### src/rtl/arb_agent_pkg.sv
`timescale 1ns/1ps
package arb_agent_pkg;
  typedef enum logic [2:0] {
    ST_IDLE,
    ST_PEND,
    ST_ARB,
    ST_SETL,
    ST_OWN
  } arb_st_e;
endpackage

### src/rtl/arb_gnt_edge.sv
`timescale 1ns/1ps
module arb_gnt_edge (
  input  logic clk_i,
  input  logic rst_ni,
  input  logic line_i,
  output logic rise_o,
  output logic fall_o
);
  logic line_q;

  always_ff @(posedge clk_i or negedge rst_ni) begin
    if (!rst_ni) line_q <= 1'b0;
    else         line_q <= line_i;
  end

  assign rise_o = line_i & ~line_q;
  assign fall_o = ~line_i & line_q;
endmodule

### src/rtl/arb_settle_cnt.sv
`timescale 1ns/1ps
module arb_settle_cnt #(
  parameter int SET_W = 4
) (
  input  logic             clk_i,
  input  logic             rst_ni,
  input  logic             clr_i,
  input  logic [SET_W-1:0] settle_i,
  output logic             done_o
);
  logic [SET_W-1:0] cnt_q;

  assign done_o = (cnt_q >= settle_i);

  always_ff @(posedge clk_i or negedge rst_ni) begin
    if (!rst_ni)      cnt_q <= '0;
    else if (clr_i)   cnt_q <= '0;
    else if (!done_o) cnt_q <= cnt_q + 1'b1;
  end
endmodule

### src/rtl/arb_lvl_drive.sv
`timescale 1ns/1ps
module arb_lvl_drive #(
  parameter int LVL_W = 4
) (
  input  logic [LVL_W-1:0] lvl_i,
  input  logic [LVL_W-1:0] bus_i,
  input  logic             compete_i,
  input  logic             own_i,
  output logic [LVL_W-1:0] drv_o
);
  // outranked[i]: a higher bit shows 0 on the bus where our level has 1
  logic [LVL_W-1:0] outranked;

  always_comb begin
    outranked[LVL_W-1] = 1'b0;
    for (int i = LVL_W-2; i >= 0; i--) begin
      outranked[i] = outranked[i+1] | (lvl_i[i+1] & ~bus_i[i+1]);
    end
  end

  for (genvar g = 0; g < LVL_W; g++) begin : g_bit
    assign drv_o[g] = own_i ? ~lvl_i[g]
                            : (compete_i & ~lvl_i[g] & ~outranked[g]);
  end
endmodule

### src/rtl/arb_agent.sv
`timescale 1ns/1ps
module arb_agent
  import arb_agent_pkg::*;
#(
  parameter int LVL_W = 4,
  parameter int SET_W = 4
) (
  input  logic             clk_i,
  input  logic             rst_ni,
  input  logic             req_i,
  input  logic             burst_req_i,
  input  logic [LVL_W-1:0] level_i,
  input  logic [SET_W-1:0] settle_i,
  input  logic             arb_gnt_i,
  input  logic [LVL_W-1:0] arb_bus_i,
  input  logic             preempt_line_i,
  output logic [LVL_W-1:0] arb_drv_o,
  output logic             preempt_drv_o,
  output logic             burst_drv_o,
  output logic             granted_o
);
  arb_st_e          st_q, st_d;
  logic [LVL_W-1:0] lvl_q, bus_q;
  logic             won_q, yield_q;
  logic             rise, fall, settled;
  logic             in_arb, competing, owning, enter_arb;

  assign in_arb    = (st_q == ST_ARB);
  assign competing = (st_q == ST_ARB) || (st_q == ST_SETL);
  assign owning    = (st_q == ST_OWN);
  assign enter_arb = (st_d == ST_ARB) && !in_arb;

  arb_gnt_edge u_edge (
    .clk_i  (clk_i),
    .rst_ni (rst_ni),
    .line_i (arb_gnt_i),
    .rise_o (rise),
    .fall_o (fall)
  );

  arb_settle_cnt #(.SET_W(SET_W)) u_settle (
    .clk_i    (clk_i),
    .rst_ni   (rst_ni),
    .clr_i    (!in_arb),
    .settle_i (settle_i),
    .done_o   (settled)
  );

  arb_lvl_drive #(.LVL_W(LVL_W)) u_drv (
    .lvl_i     (lvl_q),
    .bus_i     (bus_q),
    .compete_i (competing),
    .own_i     (owning),
    .drv_o     (arb_drv_o)
  );

  always_comb begin
    st_d = st_q;
    unique case (st_q)
      ST_IDLE: if (req_i) st_d = ST_PEND;
      ST_PEND: begin
        if (!req_i)    st_d = ST_IDLE;
        else if (rise) st_d = ST_ARB;
      end
      ST_ARB: begin
        if (!req_i)       st_d = ST_IDLE;
        else if (fall)    st_d = ST_PEND;  // grant phase came too early
        else if (settled) st_d = ST_SETL;
      end
      ST_SETL: begin
        if (!req_i)    st_d = ST_IDLE;
        else if (fall) st_d = won_q ? ST_OWN : ST_PEND;
      end
      ST_OWN: begin
        if (!req_i)    st_d = ST_IDLE;
        else if (rise) st_d = ST_ARB;
      end
      default: st_d = ST_IDLE;
    endcase
  end

  always_ff @(posedge clk_i or negedge rst_ni) begin
    if (!rst_ni) begin
      st_q    <= ST_IDLE;
      lvl_q   <= '0;
      bus_q   <= '1;
      won_q   <= 1'b0;
      yield_q <= 1'b0;
    end else begin
      st_q  <= st_d;
      bus_q <= arb_bus_i;
      if (enter_arb) lvl_q <= level_i;
      if (in_arb && st_d == ST_SETL) won_q <= (bus_q == lvl_q);
      else if (enter_arb)            won_q <= 1'b0;
      if (!owning)              yield_q <= 1'b0;
      else if (!preempt_line_i) yield_q <= 1'b1;
    end
  end

  assign granted_o     = owning;
  assign preempt_drv_o = (st_q == ST_PEND) || competing;
  assign burst_drv_o   = owning & burst_req_i & ~yield_q;
endmodule

### config.mk
export PLATFORM = sky130hd
export DESIGN_NAME = arb_agent
export DESIGN_NICKNAME = d
export VERILOG_FILES = /design/src/rtl/arb_agent_pkg.sv /design/src/rtl/arb_gnt_edge.sv /design/src/rtl/arb_settle_cnt.sv /design/src/rtl/arb_lvl_drive.sv /design/src/rtl/arb_agent.sv
export SDC_FILE = /design/constraint.sdc
export NUM_CORES = 1
export LEC_CHECK = 0
export BUFFER_PORTS_ARGS = -buffer_cell sky130_fd_sc_hd__buf_2
export CORE_ASPECT_RATIO = 0.75
export CORE_MARGIN = 4
export CORE_UTILIZATION = 39
export DETAILED_ROUTE_END_ITERATION = 16
export MAX_ROUTING_LAYER = met4
export SYNTH_ARGS = -nofsm -noshare
export SYNTH_HDL_FRONTEND = slang
export SYNTH_SLANG_ARGS = --single-unit
### constraint.sdc
create_clock -name clk_i -period 5.9 [get_ports clk_i]
set_clock_uncertainty 0.2 [all_clocks]
set_input_delay 1.77 -clock clk_i [delete_from_list [all_inputs] [get_ports clk_i]]
set_output_delay 1.77 -clock clk_i [all_outputs]
set_load 0.005 [all_outputs]
==> results.sh <==
export IMPL_antenna_left=0
export IMPL_powerDensity_nw_per_um2=216.2
export IMPL_rows=15
export IMPL_layout_drive_gt1_share_pct=28.79
export IMPL_crit_fanout=1
export IMPL_grt_max_degree=19
export IMPL_die_w_um=67.77
export IMPL_regArea_um2=455.4
export IMPL_setup_tns_ns=0
export IMPL_wl_mm=2.154
export IMPL_start_util_pct=43.15
export IMPL_cts_tree="built"
export IMPL_post_cts_buffers=0
export IMPL_cts_buffers_inserted=3
export IMPL_cts_buffer_depth=2
export IMPL_cp_required_ns=3.93
export IMPL_first_pass_iters=4
export IMPL_cp_end_kind="output port"
export IMPL_clk_pin_slew_ns=0.10
export IMPL_drv_cap=0
export IMPL_dieHeight_um=52.83
export IMPL_hold_violations=0
export IMPL_place_area_um2=1191
export IMPL_dpl_cell_count=162
export IMPL_drt_iter0_drc=23
export IMPL_drc=0
export IMPL_synth_area_um2=1045
export IMPL_setup_violations=0
export IMPL_area_growth_pct=17.49
export IMPL_layout_common_cells="24 x buf_2, 14 x inv_1, 14 x dfrtp_1"
export IMPL_ir_worst_vdd_mv=0.09384
export IMPL_die_area_um2=3580
export IMPL_ys_types=32
export IMPL_multi_input_area_um2=520.5
export IMPL_pin_count=25
export IMPL_place_congestion=0.7799
export IMPL_clk_latency_ns=0.29
export IMPL_cts_sinks=18
export IMPL_syn_instance_count=106
export IMPL_final_min_clock_period_ns=4.074
export IMPL_hold_path_class="register to register"
export IMPL_htreeDepth=1
export IMPL_core_um2=2421
export IMPL_fmax_mhz=245.4
export IMPL_finalNonFillerCells=166
export IMPL_grt_pass1_vias=759
export IMPL_seq_area_frac_synth_pct=43.59
export IMPL_grtUsageTotal_pct=14.20
export IMPL_cp_arrival_ns=2.10
export IMPL_post_route_util_pct=50.70
export IMPL_synth_avg_cell_area_um2=9.856
export IMPL_io_buffers=24
export IMPL_dpl_hpwl_mm=1.761
export IMPL_fillerInstances=230
export IMPL_crit_type="input port to output port"
export IMPL_n_antenna_cell=0
export IMPL_grt_pass1_wl_mm=3.567
export IMPL_antenna_found_initial=0
export IMPL_synth_ff_latch_count=18
export IMPL_p_leak_nw=0.6334
export IMPL_vias=833
export IMPL_cts_repair_resized=0
export IMPL_cts_root_buffer="clkbuf_4"
export IMPL_vias_per_cell=5.018
export IMPL_final_common_cell="buf_2"
export IMPL_fin_crit_sh_pct=69.06
export IMPL_post_drt_wl_per_cell_um=12.98
export IMPL_slew_viol_final=0
export IMPL_globalRoute_totalOverflow=0
export IMPL_design_area_um2=1227
export IMPL_worst_slack_ns=1.826
export IMPL_relSlewSlack_pct=66.63
export IMPL_layout_nets=159
export IMPL_preCtsSetupSlack_ns=1.823
export IMPL_cts_hold_buffers=0
export IMPL_startpoint_type="input port"
export IMPL_status="completed"
export IMPL_worst_pin_slew_ns=0.4879
export IMPL_ys_warn_count=0
export IMPL_syn_nets=132
export IMPL_rsz0062_at_grt="false"
synthesized netlist by cell type:
master	n	area, um2
a2111oi_0	2	17.52
a211oi_1	1	7.510
a21oi_1	6	30.03
a2bb2oi_1	1	8.760
and3_1	2	12.51
buf_2	1	5.000
buf_6	1	11.26
dfrtp_1	14	350.3
dfstp_2	4	105.1
ha_1	8	100.1
inv_1	14	52.55
mux2_4	4	60.06
mux2i_1	3	30.03
nand2_1	6	22.52
nand2b_1	3	18.77
nand2b_2	1	8.760
nand3_1	5	25.02
nand4_1	1	6.260
nor2_1	5	18.77
nor2b_1	3	18.77
nor3_1	1	5.000
nor4_1	1	6.260
o2111ai_1	1	8.760
o21a_1	2	15.01
o21ai_0	6	30.03
o21ai_1	1	5.000
o22ai_1	1	6.260
o31a_1	1	8.760
or2_2	1	6.260
or3_1	3	18.77
or4_1	1	7.510
xnor2_1	2	17.52
where the power goes:
group          internal [W]  switching [W]
combinational     0.0000250      0.0000193
clock             0.0000376      0.0000379
sequential         0.000135      0.0000109
total              0.000197      0.0000680
worst paths after layout:
kind,startpoint,to,slack [ns],depth (start not counted)
max in group asynchronous,rst_ni,bus_q[0]$_DFF_PN1_,3.99,1
min in group asynchronous,rst_ni,u_settle.cnt_q[2]$_DFFE_PN0P_,1.19,1
max,burst_req_i,burst_drv_o,1.83,3
min,yield_q$_DFFE_PN0P_,yield_q$_DFFE_PN0P_,0.31,2
max reg2reg,u_settle.cnt_q[0]$_DFFE_PN0P_,st_q[0]$_DFF_PN0_,3.81,6
min reg2reg,yield_q$_DFFE_PN0P_,yield_q$_DFFE_PN0P_,0.31,2
worst max-delay path, cell delays in order:
cell	delay (ns)
buf_2	0.09
and3_1	0.12
buf_2	0.12
cell type report:
class	count	share of cell area, %
Clock buffer	4	2.956
Inverter	14	4.281
Multi-Input combinational cell	72	42.41
Sequential cell	18	37.10
Tap cell	34	3.466
Timing Repair Buffer	24	9.786
routing by layer:
metal | wire [um] | share of wire, % | global-route usage, % | vias up
li1 | - | - | - | 424
met1 | 1064 | 49 | 20.29 | 383
met2 | 910 | 42 | 18.74 | 24
met3 | 166 | 7.7 | 5.365 | 2
met4 | 13 | 0.60 | 3.030 | 0
met5 | 0 | 0 | - | -
per-stage QoR:
step                total power (W)  hold slack [ns]
floorplan                 0.0001745           0.2771
global placement          0.0001903           0.2969
detailed placement        0.0001926           0.3065
CTS                       0.0002687           0.3210
global route              0.0002823           0.3459
finish                    0.0002654           0.3138
sequential cells by signal, summed over array words and instances (netlist names):
register        flops
won_q               1
st_q                3
u_edge.line_q       1
lvl_q               4
u_settle.cnt_q      4
yield_q             1
bus_q               4
cell families after synthesis:
kind of cell / share of synthesized area [%]
AOI/OAI and AO/OA: 13.17
xor gates and xnor gates: 1.677
adders and majority gates: 9.581
buffers and inverters: 6.586
DFF: 43.59
muxes: 8.623
and+or+nand+nor: 16.77
(Power assumes the default switching activity.)
